`src/rtl/mbist_pkg.sv`:
```
package mbist_pkg;
  localparam int NUM_MEM = 4;
  localparam int REG_W   = 16;
  localparam int EN_POS  = 12;
  localparam int USED_W  = 13;

  // group g: 0 local conn, 1 backplane conn, 2 local data, 3 backplane data
  function automatic int start_pos(input int g);
    return 3 * g + 2;
  endfunction
  function automatic int done_pos(input int g);
    return 3 * g + 1;
  endfunction
  function automatic int pass_pos(input int g);
    return 3 * g;
  endfunction

  typedef enum logic [2:0] {
    EL_W0_UP   = 3'd0,
    EL_R0W1_UP = 3'd1,
    EL_R1W0_UP = 3'd2,
    EL_R0W1_DN = 3'd3,
    EL_R1W0_DN = 3'd4,
    EL_R0_UP   = 3'd5
  } march_el_t;
endpackage

```
`src/rtl/mbist_ram.sv`:
```
module mbist_ram #(
  parameter int AW        = 4,
  parameter int DW        = 8,
  parameter bit FAULTY    = 1'b0,
  parameter int FLT_ADDR  = 0,
  parameter int FLT_BIT   = 0
) (
  input  logic          clk,
  input  logic [AW-1:0] addr_i,
  input  logic          we_i,
  input  logic [DW-1:0] wdata_i,
  output logic [DW-1:0] rdata_o
);
  localparam int DEPTH = 1 << AW;
  localparam logic [DW-1:0] FLT_MASK = DW'(1) << FLT_BIT;

  logic [DW-1:0] mem [DEPTH];
  logic [DW-1:0] rd_q;

  always_ff @(posedge clk) begin
    if (we_i) mem[addr_i] <= wdata_i;
    rd_q <= mem[addr_i];
  end

  generate
    if (FAULTY) begin : g_stuck
      logic hit_q;
      always_ff @(posedge clk) hit_q <= (addr_i == AW'(FLT_ADDR));
      assign rdata_o = hit_q ? (rd_q | FLT_MASK) : rd_q;
    end else begin : g_clean
      assign rdata_o = rd_q;
    end
  endgenerate
endmodule

```
`src/rtl/mbist_march.sv`:
```
module mbist_march
  import mbist_pkg::*;
#(
  parameter int AW = 4,
  parameter int DW = 8
) (
  input  logic          clk,
  input  logic          rst,
  input  logic          start_i,
  output logic          busy_o,
  output logic          done_o,
  output logic          pass_o,
  output logic [AW-1:0] ram_addr_o,
  output logic          ram_we_o,
  output logic [DW-1:0] ram_wdata_o,
  input  logic [DW-1:0] ram_rdata_i
);
  localparam logic [AW-1:0] ADDR_MAX = '1;

  march_el_t     el_q;
  logic          phase_q;
  logic [AW-1:0] addr_q;
  logic          fail_q;

  logic exp_bit, wr_bit, desc, last_addr, mismatch, step, next_desc;

  always_comb begin
    unique case (el_q)
      EL_R0W1_UP: begin exp_bit = 1'b0; wr_bit = 1'b1; end
      EL_R1W0_UP: begin exp_bit = 1'b1; wr_bit = 1'b0; end
      EL_R0W1_DN: begin exp_bit = 1'b0; wr_bit = 1'b1; end
      EL_R1W0_DN: begin exp_bit = 1'b1; wr_bit = 1'b0; end
      default:    begin exp_bit = 1'b0; wr_bit = 1'b0; end
    endcase
  end

  assign desc      = (el_q == EL_R0W1_DN) || (el_q == EL_R1W0_DN);
  assign next_desc = (el_q == EL_R1W0_UP) || (el_q == EL_R0W1_DN);
  assign last_addr = desc ? (addr_q == '0) : (addr_q == ADDR_MAX);
  assign step      = (el_q == EL_W0_UP) || phase_q;
  assign mismatch  = busy_o && phase_q && (el_q != EL_W0_UP) &&
                     (ram_rdata_i != {DW{exp_bit}});

  assign ram_addr_o  = busy_o ? addr_q : '0;
  assign ram_we_o    = busy_o && ((el_q == EL_W0_UP) || (phase_q && el_q != EL_R0_UP));
  assign ram_wdata_o = busy_o ? {DW{wr_bit}} : '0;

  always_ff @(posedge clk) begin
    if (rst) begin
      busy_o  <= 1'b0;
      done_o  <= 1'b0;
      pass_o  <= 1'b0;
      el_q    <= EL_W0_UP;
      phase_q <= 1'b0;
      addr_q  <= '0;
      fail_q  <= 1'b0;
    end else begin
      done_o <= 1'b0;
      if (!busy_o) begin
        if (start_i) begin
          busy_o  <= 1'b1;
          el_q    <= EL_W0_UP;
          phase_q <= 1'b0;
          addr_q  <= '0;
          fail_q  <= 1'b0;
        end
      end else begin
        if (mismatch) fail_q <= 1'b1;
        if (el_q != EL_W0_UP) phase_q <= ~phase_q;
        if (step) begin
          if (last_addr) begin
            if (el_q == EL_R0_UP) begin
              busy_o <= 1'b0;
              done_o <= 1'b1;
              pass_o <= !(fail_q || mismatch);
            end else begin
              el_q   <= march_el_t'(el_q + 3'd1);
              addr_q <= next_desc ? ADDR_MAX : '0;
            end
          end else begin
            addr_q <= desc ? addr_q - 1'b1 : addr_q + 1'b1;
          end
        end
      end
    end
  end

  // every run ends with a completion pulse
  p_end_pulse_r4: assert property (@(posedge clk) disable iff (rst)
    $fell(busy_o) |-> done_o);

  // a write-only first element never compares read data
  p_first_elem_writes_r10: assert property (@(posedge clk) disable iff (rst)
    (busy_o && el_q == EL_W0_UP) |-> ram_we_o && (ram_wdata_o == '0));
endmodule

```
`src/rtl/mbist_csr.sv`:
```
module mbist_csr
  import mbist_pkg::*;
(
  input  logic               clk,
  input  logic               rst,
  input  logic               host_wr,
  input  logic [REG_W-1:0]   host_wdata,
  output logic [REG_W-1:0]   host_rdata,
  input  logic [NUM_MEM-1:0] busy_i,
  input  logic [NUM_MEM-1:0] done_i,
  input  logic [NUM_MEM-1:0] pass_i,
  output logic [NUM_MEM-1:0] accept_o
);
  logic               en_q;
  logic [NUM_MEM-1:0] start_q, start_prev_q, done_q, pass_q;
  logic [USED_W-1:0]  image;
  logic [REG_W-1:0]   unused_wdata;

  assign unused_wdata = host_wdata;
  assign accept_o = start_q & ~start_prev_q & ~busy_i & {NUM_MEM{en_q}};

  always_comb begin
    image = '0;
    image[EN_POS] = en_q;
    for (int g = 0; g < NUM_MEM; g++) begin
      image[start_pos(g)] = start_q[g];
      image[done_pos(g)]  = done_q[g];
      image[pass_pos(g)]  = pass_q[g];
    end
  end

  always_ff @(posedge clk) begin
    if (rst) begin
      en_q         <= 1'b0;
      start_q      <= '0;
      start_prev_q <= '0;
      host_rdata   <= '0;
    end else begin
      start_prev_q <= start_q;
      host_rdata   <= REG_W'(image);
      if (host_wr) begin
        en_q <= host_wdata[EN_POS];
        for (int g = 0; g < NUM_MEM; g++) start_q[g] <= host_wdata[start_pos(g)];
      end
    end
  end

  generate
    for (genvar g = 0; g < NUM_MEM; g++) begin : g_flags
      always_ff @(posedge clk) begin
        if (rst) begin
          done_q[g] <= 1'b0;
          pass_q[g] <= 1'b0;
        end else if (accept_o[g]) begin
          done_q[g] <= 1'b0;
          pass_q[g] <= 1'b0;
        end else if (done_i[g]) begin
          done_q[g] <= 1'b1;
          pass_q[g] <= pass_i[g];
        end
      end

      p_clear_on_start_r6: assert property (@(posedge clk) disable iff (rst)
        accept_o[g] |=> !done_q[g] && !pass_q[g]);
      p_pass_needs_done_r5: assert property (@(posedge clk) disable iff (rst)
        pass_q[g] |-> done_q[g]);
      p_done_sticky_r4: assert property (@(posedge clk) disable iff (rst)
        (done_q[g] && !accept_o[g]) |=> done_q[g]);
      p_run_needs_enable_r2: assert property (@(posedge clk) disable iff (rst)
        $rose(busy_i[g]) |-> $past(en_q));
      p_run_needs_edge_r3: assert property (@(posedge clk) disable iff (rst)
        $rose(busy_i[g]) |-> $past(start_q[g] && !start_prev_q[g]));
    end
  endgenerate
endmodule

```
`src/rtl/mbist_ctrl_top.sv`:
```
module mbist_ctrl_top
  import mbist_pkg::*;
#(
  parameter int              AW_DATA    = 5,
  parameter int              DW_DATA    = 8,
  parameter int              AW_CONN    = 4,
  parameter int              DW_CONN    = 16,
  parameter logic [3:0]      FAULT_MASK = 4'b0000,
  parameter int              FAULT_ADDR = 3,
  parameter int              FAULT_BIT  = 2
) (
  input  logic             clk,
  input  logic             rst,
  input  logic             host_wr,
  input  logic [REG_W-1:0] host_wdata,
  output logic [REG_W-1:0] host_rdata
);
  logic [NUM_MEM-1:0] busy, done, pass, accept;

  mbist_csr u_csr (
    .clk        (clk),
    .rst        (rst),
    .host_wr    (host_wr),
    .host_wdata (host_wdata),
    .host_rdata (host_rdata),
    .busy_i     (busy),
    .done_i     (done),
    .pass_i     (pass),
    .accept_o   (accept)
  );

  generate
    for (genvar g = 0; g < NUM_MEM; g++) begin : g_mem
      localparam int AW = (g >= 2) ? AW_DATA : AW_CONN;
      localparam int DW = (g >= 2) ? DW_DATA : DW_CONN;

      logic [AW-1:0] addr;
      logic          we;
      logic [DW-1:0] wdata, rdata;

      mbist_march #(.AW(AW), .DW(DW)) u_eng (
        .clk         (clk),
        .rst         (rst),
        .start_i     (accept[g]),
        .busy_o      (busy[g]),
        .done_o      (done[g]),
        .pass_o      (pass[g]),
        .ram_addr_o  (addr),
        .ram_we_o    (we),
        .ram_wdata_o (wdata),
        .ram_rdata_i (rdata)
      );

      mbist_ram #(
        .AW(AW), .DW(DW), .FAULTY(FAULT_MASK[g]),
        .FLT_ADDR(FAULT_ADDR), .FLT_BIT(FAULT_BIT)
      ) u_ram (
        .clk     (clk),
        .addr_i  (addr),
        .we_i    (we),
        .wdata_i (wdata),
        .rdata_o (rdata)
      );

      // an idle engine leaves its RAM untouched
      p_idle_no_write_r8: assert property (@(posedge clk) disable iff (rst)
        (!busy[g] && !$past(busy[g])) |-> !we);
    end
  endgenerate
endmodule

```
`config.mk`:
```
export PLATFORM = sky130hd
export DESIGN_NAME = mbist_ctrl_top
export DESIGN_NICKNAME = d
export VERILOG_FILES = /design/src/rtl/mbist_pkg.sv /design/src/rtl/mbist_ram.sv /design/src/rtl/mbist_march.sv /design/src/rtl/mbist_csr.sv /design/src/rtl/mbist_ctrl_top.sv
export SDC_FILE = /design/constraint.sdc
export NUM_CORES = 1
export LEC_CHECK = 0
export BUFFER_PORTS_ARGS = -buffer_cell sky130_fd_sc_hd__buf_2
export CORE_UTILIZATION = 56
export CTS_CLUSTER_SIZE = 14
export DETAILED_ROUTE_END_ITERATION = 10
export HOLD_SLACK_MARGIN = 0.08
export PLACE_DENSITY_LB_ADDON = 0.2
export SLEW_MARGIN = 20
export SYNTH_ARGS = -nofsm -noshare
export SYNTH_HDL_FRONTEND = slang
export SYNTH_SLANG_ARGS = --single-unit
```
`constraint.sdc`:
```
create_clock -name clk -period 2.8 [get_ports clk]
set_clock_uncertainty 0.05 [all_clocks]
set_input_delay 0.14 -clock clk [delete_from_list [all_inputs] [get_ports clk]]
set_output_delay 0.14 -clock clk [all_outputs]
set_load 0.02 [all_outputs]
```
==> impl_metrics.ini, run 1 <==
[outcome]
status = finished, final reports clean

[floorplanning]
core-area_um2 = 15400
dieArea_um2 = 16400
initial_core_util = 0.580
chipWidth_um = 128
io_pins = 35
std_cell_rows = 45
fp.dieH_um = 128

[place]
dp_slack_ns = -0.0863
dp.cells = 1080
place_congestion = 0.879
port_buffers = 20
hpwl_um = 12300
placed_cell_area_um2 = 9220

[setup_path]
critPathArrivalTime_ns = 2.93
path_buf_inv = 3
worst-path-max-fanout = 6
slowest_stage = dfxtp_2
cp-start-kind = flip-flop
critPathRequiredTime_ns = 3.07
slowest_delay_ns = 0.35
critPathTopFamily = compound AO/OA/AOI/OAI gates
r2r_cells = 11
rr_endpoint = g_mem[2].u_eng.addr_q[4]
path_class = reg2reg
critPathCaptureType = flip-flop
cp_cell_sequence = inv_1 -> ha_1 -> mux2i_4 -> inv_1 -> buf_4 -> ha_1 -> a211oi_2 -> nor3b_1 -> a2111oi_2 -> nor3_1 -> a22o_1
crit_cells = 11
startpoint = g_mem[2].u_eng.el_q[0]
endpoint = g_mem[2].u_eng.addr_q[4]
reg2reg_slack_ns = 0.14
reg2reg_from = g_mem[2].u_eng.el_q[0]

[synthesis]
yosysWarnings = 0
syn_area_um2 = 8910
avgSynthCellArea_um2 = 10.2
synth_seq_cells = 176
synth_cell_type_count = 73
ys.flop_type = edfxtp_1
async_flop_share = 0
seq_area_frac_synth = 0.503
syn_inst = 874
synth_edf_count = 96

[finish]
fillCellCount = 1167
fin_cells = 1123
nets = 953
area_delta_synth_final_pct = 12.0
drive_gt1_frac = 0.121
seq_area_um2 = 4490
multi_input_area_um2 = 4140
design_area_um2 = 9980
antenna_cells = 0
fin_util = 0.649

[global_routing]
grt_start_max_net_pins = 41
grt_pass1_vias = 6451
grt_pass1_wl_um = 30300
antenna_found_initial = 0
grtUsageTotal = 0.234
grt.overflow.total = 0

[drt]
post-route-drc-count = 0
drt_iter0_drc = 588
viasPerCell = 5.90
vias = 6628
first_pass_iters = 5
antenna_left = 0
routedWlPerCell_um = 16.3
drt_wl_total_um = 18300

[clocking]
clock_latency_ns = 0.43
h-tree-depth = 4
cts_tree = built
cts_setup_buffers = 0
cts_root_buf = clkbuf_16
cts_buffer_depth = 2
clk_pin_slew_worst_paths_ns = 0.07
cts_buffers = 17
cts_sinks = 176

[sta]
finalCritPeriodShare = 0.949
hold_viol = 0
setup_violations = 0
min_period_ns = 2.66
fmax_mhz = 376
max_slew_margin = 0.490
final_max_slew_viol_count = 0
finalWorstSetupSlack_ns = 0.143
worstMarginPinSlew_ns = 0.765

[hold_path]
hold_class = in2reg

[power]
power_mw = 5.32
total_leakage_power_nw = 3.42
p_per_area_nw_per_um2 = 533
vdd_drop_max_mv = 0.509

[job]
max_cap_viol_count = 0
## worst min-delay path: cells and delay by family
family,cells,cell delay (ns)
and+or+nand+nor,1,0.06
buffers and inverters,1,0.17
muxes,1,0.16
## logic make-up after synthesis
logic type,Yosys count,share of synthesized area
and+or+nand+nor,359,0.192
DFF,176,0.503
AOI/OAI and AO/OA,159,0.124
buffers and inverters,79,0.0361
muxes,52,0.0791
adders and majority gates,35,0.0525
xor gates and xnor gates,13,0.0128
other,1,0.000421
## worst min path at each step
stage / endpoint / from / cells past startpoint
final: u_csr.start_q[3] / host_wr / 3
after global routing: u_csr.start_q[3] / host_wr / 3
after CTS: u_csr.start_q[3] / host_wr / 3
after detailed placement: u_csr.en_q / host_wdata[12] / 3
after global placement: u_csr.en_q / host_wdata[12] / 3
after floorplan: u_csr.en_q / host_wdata[12] / 2
## registers in the layout, indices dropped and copies added (netlist names)
| name | flops |
|---|---|
| g_mem.u_ram.mem | 96 |
| g_mem.u_eng.addr_q | 18 |
| g_mem.u_eng.el_q | 12 |
| u_csr.host_rdata | 10 |
| g_mem.u_eng.busy_o | 4 |
| g_mem.u_eng.done_o | 4 |
| g_mem.u_eng.fail_q | 4 |
| g_mem.u_eng.pass_o | 4 |
| g_mem.u_eng.phase_q | 4 |
| g_mem.u_ram.rdata_o | 4 |
| u_csr.done_q | 4 |
| u_csr.image | 4 |
| u_csr.start_q | 4 |
| u_csr.start_prev_q | 3 |
| u_csr.en_q | 1 |
## stage by stage
stage / hold WS (ns) / setup TNS [ns]
global route: 0.0806 / -0.000431
detailed placement: 0.332 / -0.0863
global placement: 0.324 / 0
finish: 0.102 / 0
floorplan: 0.237 / 0
CTS: 0.0899 / 0
## final cells by class
type                    count  area share
clock buffers              17      0.0426
clock inverters            15      0.0199
inverters                  34      0.0128
multi-input cells         621       0.414
flip-flops and latches    176       0.449
well taps                 211      0.0264
repair buffers             49      0.0346
## repair_timing
| item | CTS | global route |
|---|---|---|
| hold buffers | 11 | 0 |
| cloned | 0 | 0 |
| hold endpoints to repair | 13 | 0 |
| endpoints found under the setup margin | 1 | 1 |
| resized for setup | 2 | 4 |
| pin swaps | 0 | 2 |
## where the power goes
group | switching (mW) | internal (mW) | total, mW
clock network | 1.05 | 1.43 | 2.48
registers | 0.0160 | 2.70 | 2.72
logic | 0.0708 | 0.0440 | 0.115
total | 1.14 | 4.18 | 5.32
## routing by layer
metal / track usage / up-vias / share of wire / wire length, um
li1: - / 3209 / - / -
met1: 0.316 / 3229 / 0.46 / 8460
met2: 0.384 / 172 / 0.48 / 8830
met3: 0.0472 / 18 / 0.044 / 803
met4: 0.0644 / 0 / 0.010 / 191
met5: 0 / - / 0 / 0
## cell usage after synthesis (6+ instances only)
master	n	area (um2)
clkbuf_1	26	97.6
a22o_1	9	78.8
mux2i_1	31	310
and2_1	7	43.8
ha_1	31	388
buf_2	8	40.0
nand3_1	39	195
inv_1	32	120
nand3b_1	7	52.6
nor3_1	25	125
o21ai_0	17	85.1
or3_1	6	37.5
buf_1	7	26.3
a21oi_1	48	240
mux4_2	10	225
o31ai_1	9	67.6
o211ai_1	7	52.6
o22ai_1	9	56.3
nand4_1	8	50.1
dfxtp_1	80	1600
nand2_1	64	240
xnor2_1	10	87.6
edfxtp_1	96	2880
and3_1	11	68.8
nor2_1	135	507
mux2_2	7	78.8
nand2b_1	6	37.5
nor2b_1	35	219
a31oi_1	8	50.1
## layout by cell type (no fill, tap or decap), types with 6 or more instances in the layout
cell,Yosys,layout
nand2_1,64,64
clkbuf_16,0,17
o211ai_1,7,7
ha_1,31,31
o31ai_1,9,9
or3_1,6,6
buf_2,8,20
nand4_1,8,8
mux4_2,10,10
nor2_1,135,135
a21oi_1,48,48
nand3_1,39,39
o21ai_0,17,17
nand3b_1,7,7
nand2b_1,6,6
xnor2_1,10,10
buf_4,4,18
o22ai_1,9,9
nor2b_1,35,35
dfxtp_1,80,79
mux2_2,7,7
and3_1,11,11
edfxtp_1,96,96
a31oi_1,8,8
mux2i_1,31,30
nor3_1,25,25
dlygate4sd3_1,0,11
inv_1,32,32
a22o_1,9,9
and2_1,7,7
No activity file was read; power rests on OpenSTA's default activity.
==> run 2, diff against run 1 <==
--- a/config.mk
+++ b/config.mk
@@ -10,7 +10,7 @@
 export CTS_CLUSTER_SIZE = 14
 export DETAILED_ROUTE_END_ITERATION = 10
 export HOLD_SLACK_MARGIN = 0.08
-export PLACE_DENSITY_LB_ADDON = 0.2
+export PLACE_DENSITY = 0.82
 export SLEW_MARGIN = 20
 export SYNTH_ARGS = -nofsm -noshare
 export SYNTH_HDL_FRONTEND = slang
==> impl_metrics.ini, run 2 (synthesis results as in run 1) <==
[outcome]
status = finished, final reports clean

[sta]
fmax_mhz = 368
worstMarginPinSlew_ns = 0.657
setup_violations = 0
final_max_slew_viol_count = 0
hold_viol = 0
min_period_ns = 2.72
finalSetupTns_ns = 0
finalCritPeriodShare = 0.971
max_slew_margin = 0.562

[finish]
nets = 951
area_delta_synth_final_pct = 10.8
drive_gt1_frac = 0.126
largest_reg_flops = 96
fin_cells = 1121
top_regs = g_mem.u_ram.mem (96), g_mem.u_eng.addr_q (18), g_mem.u_eng.el_q (12)
final_common_cell = nor2_1
layout_common_cells = nor2_1, edfxtp_1, dfxtp_1, nand2_1, a21oi_1
regMostFlops = g_mem.u_ram.mem
antenna_cells = 0

[clocking]
cts_buffer_depth = 2
clock_latency_ns = 0.43
cts_tree = built
clk_pin_slew_worst_paths_ns = 0.07
h-tree-depth = 4
cts_sinks = 176
cts_buffers = 17
cts_root_buf = clkbuf_16

[setup_path]
cp_cell_sequence = inv_1 -> ha_1 -> mux2i_2 -> inv_2 -> buf_4 -> ha_1 -> a211oi_2 -> nor3b_1 -> a2111oi_1 -> nor3_1 -> a22o_1
slowest_stage = dfxtp_2
critPathCaptureType = flip-flop
critPathArrivalTime_ns = 3.00
cp_common_cell = ha_1
worst-path-max-fanout = 6
cp-start-kind = flip-flop
critPathRequiredTime_ns = 3.08
slowest_delay_ns = 0.36
path_buf_inv = 3
path_class = reg2reg
critPathTopFamily = compound AO/OA/AOI/OAI gates
reg2reg_slack_ns = 0.08

[global_routing]
antenna_found_initial = 0
grtUsageTotal = 0.231
grt.overflow.total = 0
grt_pass1_vias = 6188
grt_pass1_wl_um = 29600
grt_start_max_net_pins = 33

[drt]
first_pass_iters = 5
post-route-drc-count = 0
drt_wl_total_um = 17700
viasPerCell = 5.82
vias = 6520
antenna_left = 0
routedWlPerCell_um = 15.8
drt_iter0_drc = 489

[floorplanning]
dieArea_um2 = 16400
io_pins = 35
fp.dieH_um = 128
std_cell_rows = 45
core-area_um2 = 15400
chipWidth_um = 128
initial_core_util = 0.580

[place]
port_buffers = 20
dp.cells = 1082
place_congestion = 0.888
hpwl_um = 11600

[power]
total_leakage_power_nw = 3.39
p_per_area_nw_per_um2 = 513
vdd_drop_max_mv = 0.444

[hold_path]
hold_class = in2reg

[job]
max_cap_viol_count = 0
==> run 2: cell count changes in the layout (fill, tap and decap cells not counted), moves of 2 or more <==
cell and change:
inv_1 -2, buf_4 +3, inv_4 +4, inv_8 +3, bufinv_16 -3, inv_2 +2, dlygate4sd3_1 -5, mux2i_2 +2
clkinvlp_4 -2, inv_6 -2
==> run 2: worst reg2reg max path, delay by kind of cell (launching register included) <==
family                   cells  cell delay, ns
multiplexers                 1            0.26
adder cells (fa/ha/maj)      2            0.57
buffers and inverters        3            0.32
AND/OR/NAND/NOR              2            0.20
AO/OA/AOI/OAI                3            0.85
flip-flops                   1            0.36
==> run 2: per-stage QoR <==
step                power (mW)  setup slack (ns)  area [um2]  hold WS [ns]  utilization
finish                    5.07            0.0819        9870        0.0975        0.642
floorplan                 2.84             0.160        8920         0.237            -
global placement          2.88            0.0615        9240         0.331        0.601
detailed placement        2.88            0.0282        9240         0.343        0.601
global route              5.22           -0.0327        9870        0.0848        0.642
CTS                       5.09            0.0280        9860        0.0810        0.641
==> run 2: final cells by class <==
type / instances / area, um2
fill: 1214 / 5500
sequential: 176 / 4490
multi-input combinational: 621 / 4130
clock buffer: 18 / 439
timing repair buffer: 47 / 318
tap: 211 / 264
inverter: 34 / 128
clock inverter: 14 / 115
==> run 2: power by group <==
group,switching (mW),leakage [nW],internal [mW]
Clock,1.05,0.284,1.19
Sequential,0.0144,1.43,2.70
Combinational,0.0718,1.68,0.0378
Total,1.13,3.39,3.93
==> run 2: what timing repair did <==
action,in CTS,in global routing
pin swaps,0,2
endpoints found under the setup margin,1,2
endpoints found under the hold margin,6,0
hold buffers,6,0
gates resized for setup,1,6
buffers inserted,0,1
==> run 2: path summary, 6_finish.rpt <==
| check | from | to | cells after the start |
|---|---|---|---|
| hold / removal | host_wr | u_csr.start_q[3] | 3 |
| setup reg to reg | g_mem[2].u_eng.el_q[0] | g_mem[2].u_eng.addr_q[4] | 11 |
| hold reg to reg | g_mem[0].u_eng.fail_q | g_mem[0].u_eng.fail_q | 2 |
| setup / recovery | g_mem[2].u_eng.el_q[0] | g_mem[2].u_eng.addr_q[4] | 11 |
==> run 2: per-layer routing <==
metal / track usage / vias to the layer above / wire, um
li1: - / 3218 / -
met1: 0.308 / 3105 / 8120
met2: 0.374 / 177 / 8470
met3: 0.0451 / 20 / 839
met4: 0.0872 / 0 / 278
met5: 0 / - / 0
==> run 3, diff against run 2 <==
--- a/config.mk
+++ b/config.mk
@@ -11,6 +11,7 @@
 export DETAILED_ROUTE_END_ITERATION = 10
 export HOLD_SLACK_MARGIN = 0.08
 export PLACE_DENSITY = 0.82
+export REMOVE_ABC_BUFFERS = 1
 export SLEW_MARGIN = 20
 export SYNTH_ARGS = -nofsm -noshare
 export SYNTH_HDL_FRONTEND = slang
==> impl_metrics.ini, run 3 (synthesis results as in run 1) <==
[finish]
top_regs = g_mem.u_ram.mem (96), g_mem.u_eng.addr_q (18), g_mem.u_eng.el_q (12)
drive_gt1_frac = 0.121
nets = 953
area_delta_synth_final_pct = 11.6
design_area_um2 = 9940
fillCellCount = 1210
regMostFlops = g_mem.u_ram.mem
layout_common_cells = nor2_1, edfxtp_1, dfxtp_1, nand2_1, a21oi_1
largest_reg_flops = 96
antenna_cells = 0
final_common_cell = nor2_1

[floorplanning]
core-area_um2 = 15400
chipWidth_um = 128
io_pins = 35
initial_core_util = 0.580
std_cell_rows = 45
dieArea_um2 = 16400
fp.dieH_um = 128

[sta]
final_max_slew_viol_count = 0
finalWorstSetupSlack_ns = 0.114
max_slew_margin = 0.531
finalCritPeriodShare = 0.959
rsz0062_at_grt = yes
setup_violations = 0
min_period_ns = 2.69
hold_viol = 0
worstMarginPinSlew_ns = 0.704
fmax_mhz = 372

[setup_path]
cp_common_cell = inv_1
slowest_stage = fa_1
critPathCaptureType = flip-flop
cp_cell_sequence = inv_1 -> ha_1 -> mux2i_2 -> inv_1 -> fa_1 -> a211oi_2 -> nor3b_1 -> a2111oi_1 -> nor3_1 -> a22o_1
path_class = reg2reg
cp-start-kind = flip-flop
slowest_delay_ns = 0.48
critPathArrivalTime_ns = 2.97
critPathRequiredTime_ns = 3.09
worst-path-max-fanout = 4

[power]
p_per_area_nw_per_um2 = 518
pwr-share-clk = 0.450
total_leakage_power_nw = 3.40
vdd_drop_max_mv = 0.626
power.switching_mw = 1.21
pwr-share-seq = 0.528
intPower_mw = 3.94
pwr-share-comb = 0.022
p_sw_frac = 0.235

[place]
hpwl_um = 11600
port_buffers = 20
place_congestion = 0.863
dp_slack_ns = 0.0486
placed_cell_area_um2 = 9230

[drt]
vias = 6465
viasPerCell = 5.76
drt_iter0_drc = 497
first_pass_iters = 5
post-route-drc-count = 0
drt_wl_total_um = 17700
antenna_left = 0
routedWlPerCell_um = 15.7

[clocking]
cts_tree = built
cts_buffers = 17
cts_buffer_depth = 2
h-tree-depth = 4
cts_setup_buffers = 0
clk_pin_slew_worst_paths_ns = 0.08
cts_sinks = 176
cts_root_buf = clkbuf_16
clock_latency_ns = 0.44

[global_routing]
grt_pass1_wl_um = 29300
antenna_found_initial = 0
grt_start_max_net_pins = 62
grtUsageTotal = 0.226
grt_pass1_vias = 6128
grt.overflow.total = 0

[job]
max_cap_viol_count = 0

[hold_path]
hold_class = in2reg

[outcome]
status = finished, final reports clean
==> run 3: changes by cell type in the layout (fill, tap and decap cells not counted), moves of 3 or more <==
| cell | delta |
|---|---|
| inv_4 | -4 |
| dlygate4sd3_1 | +4 |
| clkinvlp_4 | +3 |
| clkinv_8 | +5 |
==> run 3: critical path, delay by kind of cell (launching register included) <==
kind | cells | cell delay [ns]
AND/OR/NAND/NOR | 2 | 0.19
buffers and inverters | 2 | 0.21
flip-flops | 1 | 0.38
multiplexers | 1 | 0.25
AO/OA/AOI/OAI | 3 | 0.81
adder cells (fa/ha/maj) | 2 | 0.71
==> run 3: final timing paths <==
path | from | to | slack (ns) | cells past startpoint
max | g_mem[2].u_eng.el_q[0] | g_mem[2].u_eng.addr_q[4] | 0.11 | 10
min | host_wr | u_csr.start_q[0] | 0.10 | 3
max reg2reg | g_mem[2].u_eng.el_q[0] | g_mem[2].u_eng.addr_q[4] | 0.11 | 10
min reg2reg | g_mem[3].u_eng.pass_o | g_mem[3].u_eng.pass_o | 0.41 | 2
==> run 3: layer usage <==
metal / share of wire / track usage / wire length (um)
met1: 0.45 / 0.284 / 7980
met2: 0.49 / 0.387 / 8590
met3: 0.046 / 0.0505 / 817
met4: 0.015 / 0.0720 / 257
met5: 0 / 0 / 0
==> run 3: repair_timing <==
action / CTS / global route
resized for setup: 0 / 4
hold buffers: 10 / 0
hold endpoints to repair: 6 / 0
setup endpoints to repair: 0 / 2
==> run 3: layout make-up <==
type                    instances  area, um2  area share
repair buffers                 49        343      0.0345
inverters                      34        128      0.0128
well taps                     211        264      0.0266
multi-input cells             621       4130       0.415
clock buffers                  17        425      0.0428
flip-flops and latches        176       4480       0.451
clock inverters                15        170      0.0171
==> run 3: power by group through the flow <==
stage / logic, mW / clock network, mW / registers, mW
2_1_floorplan: 0.0480 / 0 / 2.78
3_3_place_gp: 0.0973 / 0 / 2.78
3_5_place_dp: 0.0982 / 0 / 2.78
4_1_cts: 0.112 / 2.34 / 2.72
5_1_grt: 0.123 / 2.44 / 2.72
6_report: 0.114 / 2.32 / 2.72
==> run 3: through the flow <==
step                std cells  setup TNS, ns   util  total power, mW  hold slack (ns)
global route             1123        -0.0787  0.647             5.28           0.0909
finish                   1123              0  0.647             5.15            0.101
global placement         1081              0  0.600             2.87            0.331
detailed placement       1081              0  0.600             2.87            0.333
CTS                      1123              0  0.646             5.17           0.0947
floorplan                 831              0      -             2.83            0.159
